$ cat src/rtl/pfd_pkg.sv
package pfd_pkg;
  localparam int ISEL_W = 3;
  localparam int CODE_W = 2;
  typedef logic [ISEL_W-1:0] isel_t;
  localparam isel_t ISEL_TURBO = 3'b100;

  typedef struct packed {
    logic ref_act;
    logic vco_act;
  } pfd_state_t;
endpackage

$ cat src/rtl/pfd_edge_sync.sv
module pfd_edge_sync #(
  parameter int STAGES = 2
) (
  input  logic clk,
  input  logic rst_n,
  input  logic d_i,
  output logic rise_o
);
  logic [STAGES-1:0] chain_q, chain_n;
  logic              last_q;

  always_comb begin
    chain_n[0] = d_i;
    for (int i = 1; i < STAGES; i++) chain_n[i] = chain_q[i-1];
  end

  always_ff @(posedge clk or negedge rst_n) begin
    if (!rst_n) begin
      chain_q <= '0;
      last_q  <= 1'b0;
    end else begin
      chain_q <= chain_n;
      last_q  <= chain_q[STAGES-1];
    end
  end

  assign rise_o = chain_q[STAGES-1] & ~last_q;
endmodule

$ cat src/rtl/pfd_core.sv
module pfd_core
  import pfd_pkg::*;
(
  input  logic clk,
  input  logic rst_n,
  input  logic ref_rise_i,
  input  logic vco_rise_i,
  input  logic pol_i,
  output logic up_o,
  output logic dn_o,
  output logic cmp_done_o,
  output logic one_sided_o
);
  pfd_state_t st_q, st_n;

  always_comb begin
    st_n = st_q;
    if (st_q.ref_act && st_q.vco_act) begin
      st_n = '0;
    end else begin
      st_n.ref_act = st_q.ref_act | ref_rise_i;
      st_n.vco_act = st_q.vco_act | vco_rise_i;
    end
  end

  always_ff @(posedge clk or negedge rst_n) begin
    if (!rst_n) st_q <= '0;
    else        st_q <= st_n;
  end

  assign up_o        = pol_i ? st_q.ref_act : st_q.vco_act;
  assign dn_o        = pol_i ? st_q.vco_act : st_q.ref_act;
  assign cmp_done_o  = st_q.ref_act & st_q.vco_act;
  assign one_sided_o = st_q.ref_act ^ st_q.vco_act;
endmodule

$ cat src/rtl/pfd_lock_det.sv
module pfd_lock_det #(
  parameter int WIN_W    = 8,
  parameter int LOCK_CNT = 16
) (
  input  logic             clk,
  input  logic             rst_n,
  input  logic             cmp_done_i,
  input  logic             one_sided_i,
  input  logic             restart_i,
  input  logic [WIN_W-1:0] win_i,
  output logic             lock_o
);
  localparam int GCNT_W = $clog2(LOCK_CNT + 1);
  localparam logic [GCNT_W-1:0] GMAX  = GCNT_W'(LOCK_CNT);
  localparam logic [GCNT_W-1:0] GLAST = GCNT_W'(LOCK_CNT - 1);
  localparam logic [WIN_W-1:0]  WMAX  = '1;

  logic [WIN_W-1:0]  wcnt_q, wcnt_n;
  logic [GCNT_W-1:0] gcnt_q, gcnt_n;
  logic              lock_q, lock_n;
  logic              overrun;

  always_comb begin
    wcnt_n  = wcnt_q;
    gcnt_n  = gcnt_q;
    lock_n  = lock_q;
    overrun = (wcnt_q >= win_i);
    if (restart_i) begin
      wcnt_n = '0;
      gcnt_n = '0;
      lock_n = 1'b0;
    end else begin
      if (cmp_done_i)                         wcnt_n = '0;
      else if (one_sided_i && wcnt_q != WMAX) wcnt_n = wcnt_q + 1'b1;

      if (overrun) begin
        gcnt_n = '0;
        lock_n = 1'b0;
      end else if (cmp_done_i) begin
        if (gcnt_q != GMAX)  gcnt_n = gcnt_q + 1'b1;
        if (gcnt_q >= GLAST) lock_n = 1'b1;
      end
    end
  end

  always_ff @(posedge clk or negedge rst_n) begin
    if (!rst_n) begin
      wcnt_q <= '0;
      gcnt_q <= '0;
      lock_q <= 1'b0;
    end else begin
      wcnt_q <= wcnt_n;
      gcnt_q <= gcnt_n;
      lock_q <= lock_n;
    end
  end

  assign lock_o = lock_q;
endmodule

$ cat src/rtl/pfd_isel_ctrl.sv
module pfd_isel_ctrl
  import pfd_pkg::*;
(
  input  logic              clk,
  input  logic              rst_n,
  input  logic              turbo_en_i,
  input  logic              restart_i,
  input  logic              lock_i,
  input  logic [CODE_W-1:0] code_i,
  output isel_t             isel_o
);
  logic turbo_q, turbo_n;

  always_comb begin
    turbo_n = turbo_q;
    if (restart_i)   turbo_n = 1'b1;
    else if (lock_i) turbo_n = 1'b0;
  end

  always_ff @(posedge clk or negedge rst_n) begin
    if (!rst_n) turbo_q <= 1'b1;
    else        turbo_q <= turbo_n;
  end

  assign isel_o = (turbo_en_i && turbo_q && !lock_i) ? ISEL_TURBO
                                                     : {1'b0, code_i};
endmodule

$ cat src/rtl/pfd_lock_turbo.sv
module pfd_lock_turbo
  import pfd_pkg::*;
#(
  parameter int WIN_W       = 8,
  parameter int LOCK_CNT    = 16,
  parameter int SYNC_STAGES = 2
) (
  input  logic             clk,
  input  logic             rst_n,
  input  logic             ref_div_i,
  input  logic             vco_div_i,
  input  logic             pol_i,
  input  logic             turbo_en_i,
  input  logic [1:0]       icp_code_i,
  input  logic             restart_i,
  input  logic [WIN_W-1:0] lock_win_i,
  output logic             up_o,
  output logic             dn_o,
  output logic             lock_o,
  output logic [2:0]       isel_o
);
  localparam int N_CH = 2;

  logic            rst_meta_q, rst_sync_n;
  logic [N_CH-1:0] div_in, div_rise;
  logic            cmp_done, one_sided;

  always_ff @(posedge clk or negedge rst_n) begin
    if (!rst_n) begin
      rst_meta_q <= 1'b0;
      rst_sync_n <= 1'b0;
    end else begin
      rst_meta_q <= 1'b1;
      rst_sync_n <= rst_meta_q;
    end
  end

  assign div_in = {vco_div_i, ref_div_i};

  for (genvar g = 0; g < N_CH; g++) begin : g_sync
    pfd_edge_sync #(.STAGES(SYNC_STAGES)) u_sync (
      .clk    (clk),
      .rst_n  (rst_sync_n),
      .d_i    (div_in[g]),
      .rise_o (div_rise[g])
    );
  end

  pfd_core u_core (
    .clk         (clk),
    .rst_n       (rst_sync_n),
    .ref_rise_i  (div_rise[0]),
    .vco_rise_i  (div_rise[1]),
    .pol_i       (pol_i),
    .up_o        (up_o),
    .dn_o        (dn_o),
    .cmp_done_o  (cmp_done),
    .one_sided_o (one_sided)
  );

  pfd_lock_det #(.WIN_W(WIN_W), .LOCK_CNT(LOCK_CNT)) u_lock (
    .clk         (clk),
    .rst_n       (rst_sync_n),
    .cmp_done_i  (cmp_done),
    .one_sided_i (one_sided),
    .restart_i   (restart_i),
    .win_i       (lock_win_i),
    .lock_o      (lock_o)
  );

  pfd_isel_ctrl u_isel (
    .clk        (clk),
    .rst_n      (rst_sync_n),
    .turbo_en_i (turbo_en_i),
    .restart_i  (restart_i),
    .lock_i     (lock_o),
    .code_i     (icp_code_i),
    .isel_o     (isel_o)
  );
endmodule

$ cat config.mk
export PLATFORM = sky130hd
export DESIGN_NAME = pfd_lock_turbo
export DESIGN_NICKNAME = d
export VERILOG_FILES = /design/src/rtl/pfd_pkg.sv /design/src/rtl/pfd_edge_sync.sv /design/src/rtl/pfd_core.sv /design/src/rtl/pfd_lock_det.sv /design/src/rtl/pfd_isel_ctrl.sv /design/src/rtl/pfd_lock_turbo.sv
export SDC_FILE = /design/constraint.sdc
export NUM_CORES = 1
export LEC_CHECK = 0
export ABC_AREA = 1
export CAP_MARGIN = 20
export CORE_MARGIN = 10
export CORE_UTILIZATION = 65
export DETAILED_ROUTE_END_ITERATION = 8
export DONT_BUFFER_PORTS = 1
export PLACE_DENSITY = 0.81
export SYNTH_ARGS = -nofsm -noshare
export SYNTH_HDL_FRONTEND = slang
export SYNTH_HIERARCHICAL = 1
export SYNTH_SLANG_ARGS = --single-unit
export TNS_END_PERCENT = 10
$ cat constraint.sdc
create_clock -name clk -period 1.4 [get_ports clk]
set_input_delay 0.14 -clock clk [delete_from_list [all_inputs] [get_ports clk]]
set_output_delay 0.14 -clock clk [all_outputs]
set_load 0.01 [all_outputs]
==> results of run 1 <==
## power breakdown
group | switching (mW) | leakage, nW | internal [mW]
sequential | 0.0687 | 0.319 | 0.799
combinational | 0.519 | 0.581 | 0.361
clock | 0.229 | 0.0139 | 0.110
total | 0.816 | 0.914 | 1.27
## layout make-up
cell class,count,area (µm²)
multi-input combinational,129,821
sequential,25,629
fill,129,337
timing repair buffer,22,189
inverter,33,129
tap,28,35.0
clock buffer,3,22.5
clock inverter,1,7.51
## registers in the layout, indices dropped and copies added, names as in the netlist
signal                 cells
u_lock/wcnt_q              8
u_core/st_q                2
u_lock/gcnt_q              5
rst_meta_q                 1
u_isel/turbo_q             1
g_sync.u_sync/chain_q      4
g_sync.u_sync/last_q       2
u_lock/lock_o              1
rst_sync_n                 1
## cell usage in the layout, fill, tap and decap left out, types with 5 or more instances in the layout
cell type / n
buf_4: 14
dfrtp_1: 22
dlygate4sd3_1: 5
ha_1: 5
ha_4: 5
inv_1: 27
inv_2: 5
nand2_1: 47
nand3_1: 9
nand4_1: 6
nor2_1: 22
nor2_2: 6
o21ai_1: 5
## repair_timing
action / in CTS / in global routing
buffers inserted: 3 / 3
setup endpoints to repair: 6 / 16
hold buffers: 4 / 1
resized for setup: 5 / 27
pin swaps: 5 / 9
hold endpoints to repair: 10 / 2
## metal layers
metal | GRT usage, % | up-vias
li1 | - | 640
met1 | 15.9 | 637
met2 | 29.6 | 46
met3 | 3.14 | 17
met4 | 8.46 | 0
met5 | 0 | -
## through the flow
step	power (mW)	cells	setup TNS [ns]	worst slack (ns)	utilization (%)
after floorplan	1.34	188	0	0.0784	-
after detailed placement	1.54	226	-0.113	-0.0334	72.1
after CTS	1.92	237	-0.0130	-0.0130	78.3
after global routing	2.21	241	-0.682	-0.0976	84.5
final	2.09	241	-0.0316	-0.0316	84.5
after global placement	1.48	226	0	0.0435	72.1
## kinds of logic (layout without fill, tap and decap cells)
kind of cell / Yosys count / after routing / synth area share [%]
compound gates: 13 / 13 / 5.05
xor+xnor: 3 / 3 / 1.80
fa+ha+maj: 13 / 13 / 11.1
buf+inv: 34 / 59 / 9.76
flops: 25 / 25 / 42.9
other cells: 1 / 1 / 0.257
simple gates: 99 / 99 / 29.1
## worst max-delay path by stage
stage	slack, ns	cells past startpoint	end	start
after floorplan	0.08	6	u_lock/gcnt_q[2]	u_lock/wcnt_q[3]
after CTS	-0.01	6	u_lock/gcnt_q[0]	u_lock/wcnt_q[5]
after global placement	0.04	8	u_lock/gcnt_q[2]	u_lock/wcnt_q[1]
after global routing	-0.1	10	u_lock/wcnt_q[7]	u_lock/wcnt_q[1]
after detailed placement	-0.03	8	u_lock/gcnt_q[0]	u_lock/wcnt_q[1]
final	-0.03	10	u_lock/wcnt_q[7]	u_lock/wcnt_q[1]
==> results.txt, run 1 <==
Post-Layout Inst Area - 1830 µm²
CP cell instances - buf_4 -> buf_4 -> nand2_1 -> nor2_1 -> nand2_1 -> nand2_1 -> nand2_1 -> nor2_1 -> nand3_1 -> nand2_1
Diodes inserted - 0
Clock Skew - 0.0144 ns
Outcome - complete, but fails checks
Hold WS - 0.100 ns
Failing checks - setup timing
Clk buf depth - 2
Met3 WL - 184 µm
Pwr/cell area - 1140 nW/µm²
Yosys top cell area share - 41.1%
Detailed Route WL - 3950 µm
Crit path buf inv count - 2
Worst VDD drop - 0.000932 V
GRT Overall Usage - 15.7%
Post-synth EDFFs - 0
Hold Vio Cnt, Final - 0
Wl on met1 - 1420 µm
Slowest Stage Delay on Critical Path - 0.42 ns
Max Used Layer - met4
Slowest CP cell - dfrtp_2
CP delay by family, top - simple AND/OR/NAND/NOR gates
Rows - 17
Antenna-violating nets left - 0
Final worst-path cycle share - 102%
Yosys reg bits - 25
Avg WL per Cell - 16.4 µm
TritonCTS clock tree - built
Total placed instance area - 1570 µm²
GPL Wtd Cong - 0.883
# IOs - 23
Initial antenna violation count - 0
Worst Path Required - 1.67 ns
Max FO, Critical Path - 3
Synth-to-Final Area Change - 25.4%
Max Cap Violations - 0
Share of layout cells above drive strength 1 - 26.3%
Synth warn - 6
Die X - 67.4 µm
Leakage - 0.914 nW
Minimum clock period - 1.43 ns
Hold WC Path Type - reg -> async
Pin count of the biggest net entering global routing - 19
Syn Inst Count - 188
CP Capture Type - flip-flop
Synth cell count leaders - nand2_1 (49), inv_1 (29), nor2_1 (25), dfrtp_1 (24), ha_1 (13)
H-tree levels - 1
Core area - 2170 µm²
WS Path Type - reg -> reg
Top cell type by total area after synthesis - dfrtp_1
Fraction of registers with async set/reset - 100%
Primary FF master, synth - dfrtp_1
Slew Viols, Final - 0
DR pass1 iterations - 4
Most frequent CP cell - nand2_1
Net count, final - 244
Chip height - 67.4 µm
CTS Buf Count - 3
Clock slew at reported path FFs - 0.15 ns
Routed wl met2 - 2190 µm
Root Driver - clkbuf_4
Post-Syn Area - 1460 µm²
Vias in the first global route - 1317
FF-to-FF setup slack - -0.03 ns
Clock latency on the worst-skew pair - 0.33 ns
RSZ-0062 raised after global routing - true
Worst Reg-to-Reg Cells - 10
Max frequency - 699 MHz
First-pass GRT wire length - 5510 µm
Final setup margin - -0.0316 ns
Worst Setup Start Kind - flip-flop
Sequential share of the synthesized area - 42.9%
Detailed-placement wirelength estimate - 2560 µm
Initial cell density of the core - 67.4%
Worst r2r dst - u_lock/wcnt_q[7]
Syn nets - 218
Top cells by area, synth - dfrtp_1 (41%), nand2_1 (13%), ha_1 (11%)
Vias - 1340
Via/cell ratio - 5.56
DIE AREA - 4540 µm²
Data arrival time of the worst path - 1.71 ns
DR iter-0 viols - 69
PortBufs - 0
Total gr overflow - 0
Distinct cell type count after synthesis - 23
Avg Inst Size Synth - 7.77 µm²
Most common cell in the synthesized netlist - nand2_1
Final setup violation count - 1
# DRC - 0
CTS Sinks - 25
R2r startpoint - u_lock/wcnt_q[1]
No activity file was read; power rests on OpenSTA's default activity.
==> run 2, diff against run 1 <==
Settings changed: CORE_MARGIN 10 to 4.
==> run 2 against run 1 <==
The run still ends with setup timing left. First-iteration DRC count rose by 22%. Sequential power rose by 2%. Routed wire length rose by 3.5%. Clock skew fell by 0.013 ns. Register-to-register slack got worse by 0.05 ns. Design area fell by 0.34%. Total power rose by 0.27%.
==> results.txt, run 2 (same netlist as run 1, synthesis figures left out) <==
Outcome - complete, but fails checks
Failing checks - setup timing
WS Path Type - reg -> reg
CTS Sinks - 25 (unchanged)
Hold WC Path Type - in -> reg
Worst Setup Start Kind - flip-flop
Non-filler cells, final - 243 (+0.83%)
DIE AREA - 3070 µm² (-32%)
Most common cell after layout, fill and taps aside - nand2_1
RSZ-0062 raised after global routing - true
Leakage - 0.935 nW (+2.3%)
Avg WL per Cell - 16.8 µm (+2.6%)
Minimum clock period - 1.48 ns (+0.0509 ns)
Initial cell density of the core - 71.6% (+4.2 points)
Vias in the first global route - 1372 (+4.2%)
Slowest Stage Delay on Critical Path - 0.42 ns (about the same)
Initial antenna violation count - 0 (unchanged)
Hold Vio Cnt, Final - 0 (unchanged)
Max Used Layer - met4
DR pass1 iterations - 4 (unchanged)
Max Cap Violations - 0 (unchanged)
Slowest CP cell - dfrtp_1
Commonest cells after routing, fill and taps aside - nand2_1 (47), inv_1 (26), dfrtp_1 (23)
Final worst-path cycle share - 106% (+3.6 points)
Vias - 1404 (+4.8%)
Clk buf depth - 2 (unchanged)
Top reg by flops - u_lock/wcnt_q
Detailed-placement wirelength estimate - 2550 µm (-0.41%)
FF-to-FF setup slack - -0.08 ns (-0.05 ns)
WHS Path Cells - 3
Wl on met1 - 1470 µm (+3.4%)
Hold WS - 0.0230 ns (-0.0773 ns)
Share of layout cells above drive strength 1 - 26.9% (+0.56 points)
Relative slew margins - 65.8%
Worst Path Required - 1.65 ns (-0.02 ns)
Pwr/cell area - 1140 nW/µm² (+0.61%)
Inst Count DP - 229 (+1.3%)
Max FFs per register - 8 (unchanged)
Clock Skew - 0.000964 ns (-0.0135 ns)
Worst r2r dst - u_lock/wcnt_q[5]
Clock slew at reported path FFs - 0.13 ns (-0.02 ns)
Worst Setup SP - u_lock/wcnt_q[1]
Pin count of the biggest net entering global routing - 14 (-5)
R2r startpoint - u_lock/wcnt_q[1]
Area of the multi-input gates - 806 µm² (-1.8%)
CTS Buf Count - 3 (unchanged)
Filler cells - 96 (-26%)
TritonCTS clock tree - built
H-tree levels - 1 (unchanged)
First-pass GRT wire length - 5640 µm (+2.4%)
DR iter-0 viols - 84 (+22%)
GPL Wtd Cong - 0.860 (-2.5%)
Max FO, Critical Path - 3 (unchanged)
Routed wl met2 - 2150 µm (-1.6%)
GRT Overall Usage - 22.6% (+6.9 points)
Data arrival time of the worst path - 1.73 ns (+0.02 ns)
Synth-to-Final Area Change - 25.0%
Met3 WL - 279 µm (+52%)
Worst VDD drop - 0.00107 V (+14%)
# DRC - 0 (unchanged)
Via/cell ratio - 5.78 (+3.9%)
Total gr overflow - 0 (unchanged)
Worst Reg-to-Reg Cells - 8 (-2)
Final setup margin - -0.0825 ns (-0.0509 ns)
PortBufs - 0 (unchanged)
CP cell instances - buf_6 -> buf_4 -> nand3_2 -> o21bai_1 -> nand2_1 -> nor2_1 -> nand3_1 -> nand2_1
Most frequent CP cell - nand2_1
Chip height - 55.4 µm (-18%)
CP Capture Type - flip-flop
Pin slew with the least headroom to its limit - 0.512 ns
Top flop regs - u_lock/wcnt_q x8, u_lock/gcnt_q x5, g_sync.u_sync/chain_q x4
# IOs - 23 (unchanged)
Detailed Route WL - 4090 µm (+3.5%)
Rows - 16 (-1)
Clock latency on the worst-skew pair - 0.30 ns (-0.03 ns)
Final setup violation count - 8 (+7)
Reg area - 628 µm² (-0.20%)
Antenna-violating nets left - 0 (unchanged)
Slew Viols, Final - 0 (unchanged)
Diodes inserted - 0 (unchanged)
Root Driver - clkbuf_4
Die X - 55.4 µm (-18%)
Max frequency - 675 MHz (-3.4%)
Setup crit end - u_lock/wcnt_q[5]
Net count, final - 247 (+1.2%)
Core area - 2040 µm² (-5.9%)
==> run 2: cell types whose count changed in the layout (fill, tap and decap cells not counted), sizes merged <==
cell,before,now
clkinvlp,1,0
buf,17,20
clkbuf,3,4
==> run 2: worst max-delay path: cells and delay by family (launching register included) <==
kind / cells / cell delay, ns
buffers and inverters: 2 / 0.25
DFF: 1 / 0.42
and+or+nand+nor: 5 / 0.55
AOI/OAI and AO/OA: 1 / 0.23
==> run 2: timing repair <==
item | 4_1_cts | 5_1_grt
endpoints found under the hold margin | 5 | 1
setup endpoints to repair | 6 | 14
pin swaps | 2 | 13
hold buffers | 4 | 1
resized for setup | 3 | 27
setup buffers | 1 | 4
cloned | 0 | 0
==> run 2: routing by layer <==
layer  vias to the layer above  global-route usage (%)
met3                        28                    4.20
li1                        642                       -
met4                         0                    12.2
met5                         -                       0
met1                       648                    24.7
met2                        86                    40.9
==> run 2: cell type report <==
class | count | share of cell area, %
Inverter | 33 | 7.05
Timing Repair Buffer | 25 | 11.2
Sequential cell | 25 | 34.4
Tap cell | 27 | 1.85
Clock buffer | 4 | 1.44
Multi-Input combinational cell | 129 | 44.1
==> run 2: worst min-delay path by stage <==
stage | to | slack (ns) | start
after floorplan | rst_meta_q | -0.16 | rst_n
after global placement | rst_meta_q | -0.16 | rst_n
after detailed placement | rst_meta_q | -0.16 | rst_n
after CTS | u_lock/wcnt_q[4] | 0.01 | restart_i
after global routing | rst_meta_q | 0.02 | rst_n
final | u_lock/wcnt_q[2] | 0.02 | restart_i
==> run 2: metrics by stage <==
step	util (%)	setup slack (ns)	setup TNS (ns)	power, mW	instance area (µm²)
6_report	89.5	-0.0825	-0.164	2.09	1830
5_1_grt	89.5	-0.137	-0.801	2.21	1830
4_1_cts	82.0	0.00500	0	1.88	1670
3_5_place_dp	78.1	-0.0458	-0.165	1.56	1590
3_3_place_gp	78.1	0.0276	0	1.50	1590
2_1_floorplan	-	0.0784	0	1.34	1460
==> run 2: where the power goes <==
part           switching [mW]  internal (mW)  leakage [nW]  total [mW]
clock                   0.196          0.111        0.0150       0.307
combinational           0.541          0.360         0.599       0.901
sequential             0.0849          0.799         0.321       0.883
total                   0.822           1.27         0.935        2.09
==> run 3, diff against run 2 <==
Settings changed: CORE_UTILIZATION 65 to 33, GPL_ROUTABILITY_DRIVEN set to 0, PLACE_DENSITY 0.81 to unset.
==> run 3 against run 2 <==
The run now ends clean. Critical path depth stayed put. Total power about the same. Largest power group is now registers. Flip-flop and latch count unchanged. Core utilization down 45 points. Combinational power down 11%. Routed wire length decreased by 30%. Register-to-register slack improved by 0.12 ns. Sequential share of layout area fell by 0.51 points. Clock skew rose by 0.0089 ns. Setup slack improved by 0.12 ns. Via count is 14% lower.
==> results.txt, run 3 (same netlist as run 1, synthesis figures left out) <==
GRT Overall Usage - 11.1% (-12 points)
Worst Path Required - 1.56 ns (-0.09 ns)
Final setup margin - 0.0417 ns (+0.124 ns)
CP delay by family, top - flip-flops
Detailed-placement wirelength estimate - 2230 µm (-13%)
H-tree levels - 1 (unchanged)
Net count, final - 241 (-2.4%)
Minimum clock period - 1.36 ns (-0.124 ns)
R2r startpoint - u_lock/gcnt_q[0]
Synth-to-Final Area Change - 26.6%
Slowest CP cell - dfrtp_1
Sequential group share of total power - 41.1% (-1.1 points)
DR pass1 iterations - 4 (unchanged)
Root Driver - clkbuf_8
First-pass GRT wire length - 4700 µm (-17%)
CP Capture Type - flip-flop
Initial antenna violation count - 0 (unchanged)
TritonCTS clock tree - built
Filler cells - 428 (+350%)
Initial cell density of the core - 35.3% (-36 points)
Die X - 74.5 µm (+35%)
Antenna-violating nets left - 0 (unchanged)
Vias in the first global route - 1155 (-16%)
Top flop regs - u_lock/wcnt_q x8, u_lock/gcnt_q x5, g_sync.u_sync/chain_q x4
Rows - 23 (+7)
Slew Viols, Final - 0 (unchanged)
Worst Setup Start Kind - flip-flop
Max frequency - 736 MHz (+9.1%)
Top reg by flops - u_lock/wcnt_q
# DRC - 0 (unchanged)
Avg WL per Cell - 11.0 µm (-35%)
Vias - 1206 (-14%)
NetSw - 750 µW (-8.8%)
RSZ-0062 raised after global routing - true
Share of layout cells above drive strength 1 - 25.2% (-1.6 points)
TNS Setup - 0 ns (+0.164 ns)
Dpl ws - -0.0755 ns (-0.0297 ns)
Int Power - 1.34 mW (+5.8%)
Most frequent CP cell - ha_1
Hold path start - restart_i
Final setup violation count - 0 (-8)
WS Path Type - reg -> reg
Max FFs per register - 8 (unchanged)
Commonest cells after routing, fill and taps aside - nand2_1 (48), inv_1 (28), dfrtp_1 (24)
Clk buf depth - 2 (unchanged)
Via/cell ratio - 4.64 (-20%)
Clock share of power - 20.4% (+5.7 points)
DR iter-0 viols - 18 (-79%)
Pin count of the biggest net entering global routing - 17 (+3)
Slowest Stage Delay on Critical Path - 0.40 ns (-0.02 ns)
Area of the multi-input gates - 818 µm² (+1.6%)
Design Power - 2.09 mW (about the same)
Worst Setup SP - u_lock/gcnt_q[0]
Clock Skew - 0.00986 ns (+0.00890 ns)
Sw Share - 35.8% (-3.5 points)
DIE AREA - 5560 µm² (+81%)
Diodes inserted - 0 (unchanged)
Max Cap Violations - 0 (unchanged)
CP cell instances - ha_1 -> inv_1 -> nor3_2 -> ha_1 -> nor2_1 -> nand2_1 -> a21oi_2 -> nor2_2
Worst VDD drop - 0.000675 V (-37%)
PortBufs - 0 (unchanged)
Data arrival time of the worst path - 1.52 ns (-0.21 ns)
Crit path buf inv count - 1 (-1)
Pwr/cell area - 1130 nW/µm² (-1.3%)
# IOs - 23 (unchanged)
Chip height - 74.5 µm (+35%)
Detailed Route WL - 2860 µm (-30%)
Hold WC Path Type - in -> reg
CTS Buf Count - 3 (unchanged)
Hold Vio Cnt, Final - 0 (unchanged)
Final worst-path cycle share - 97.0% (-8.9 points)
Most common cell after layout, fill and taps aside - nand2_1
Clock slew at reported path FFs - 0.09 ns (-0.04 ns)
Outcome - completed
Max FO, Critical Path - 3 (unchanged)
Reg area - 627 µm² (-0.20%)
Total gr overflow - 0 (unchanged)
Leakage - 0.920 nW (-1.6%)
Comb pwr share - 38.5% (-4.6 points)
Core area - 4140 µm² (+100%)
CTS Sinks - 25 (unchanged)
Clock latency on the worst-skew pair - 0.27 ns (-0.03 ns)
## run 3: power groups by stage
stage                     Sequential, mW  Combinational, mW  Clock (mW)
after floorplan                    0.885              0.451           0
after global placement             0.858              0.694           0
after detailed placement           0.864              0.694           0
after CTS                          0.849              0.710       0.458
after global routing               0.877              0.927       0.484
final                              0.861              0.805       0.426
## run 3: worst min-delay path: stages
cell and delay [ns]:
nor2_4 0.03, inv_1 0.06, nor2_1 0.04
## run 3: routing by layer
metal,up-vias,wire length (µm),track usage [%]
met5,-,0,0
met4,0,44,5.34
met3,4,137,3.11
met2,25,1410,18.6
met1,551,1260,13.0
li1,626,-,-
## run 3: repair_timing
item | 4_1_cts | 5_1_grt
endpoints found under the hold margin | 5 | 0
hold buffers | 4 | 0
resized for setup | 3 | 24
pin swaps | 1 | 10
setup endpoints to repair | 6 | 14
buffers inserted | 0 | 1
## run 3: cell type report
| type | count | area share, % |
|---|---|---|
| clock inverter | 1 | 0.406 |
| multi-input combinational | 129 | 44.2 |
| sequential | 25 | 33.9 |
| inverter | 33 | 6.96 |
| tap | 50 | 3.38 |
| timing repair buffer | 19 | 8.92 |
| clock buffer | 3 | 2.23 |
## run 3: worst paths after layout
path	end	slack, ns	cells after the start
min	u_lock/wcnt_q[4]	0.03	3
min in group asynchronous	rst_meta_q	0.09	1
max reg2reg	u_lock/lock_o	0.04	8
max in group asynchronous	u_isel/turbo_q	0.71	1
min reg2reg	u_lock/wcnt_q[0]	0.17	0
max	u_lock/lock_o	0.04	8
## run 3: per-stage QoR
step | area (µm²) | utilization (%) | hold WS, ns | std cells
2_1_floorplan | 1460 | - | -0.156 | 188
6_report | 1850 | 44.7 | 0.0316 | 260
3_5_place_dp | 1640 | 39.5 | -0.156 | 252
5_1_grt | 1850 | 44.7 | 0.0161 | 260
3_3_place_gp | 1640 | 39.5 | -0.156 | 252
4_1_cts | 1730 | 41.8 | 0.0309 | 260
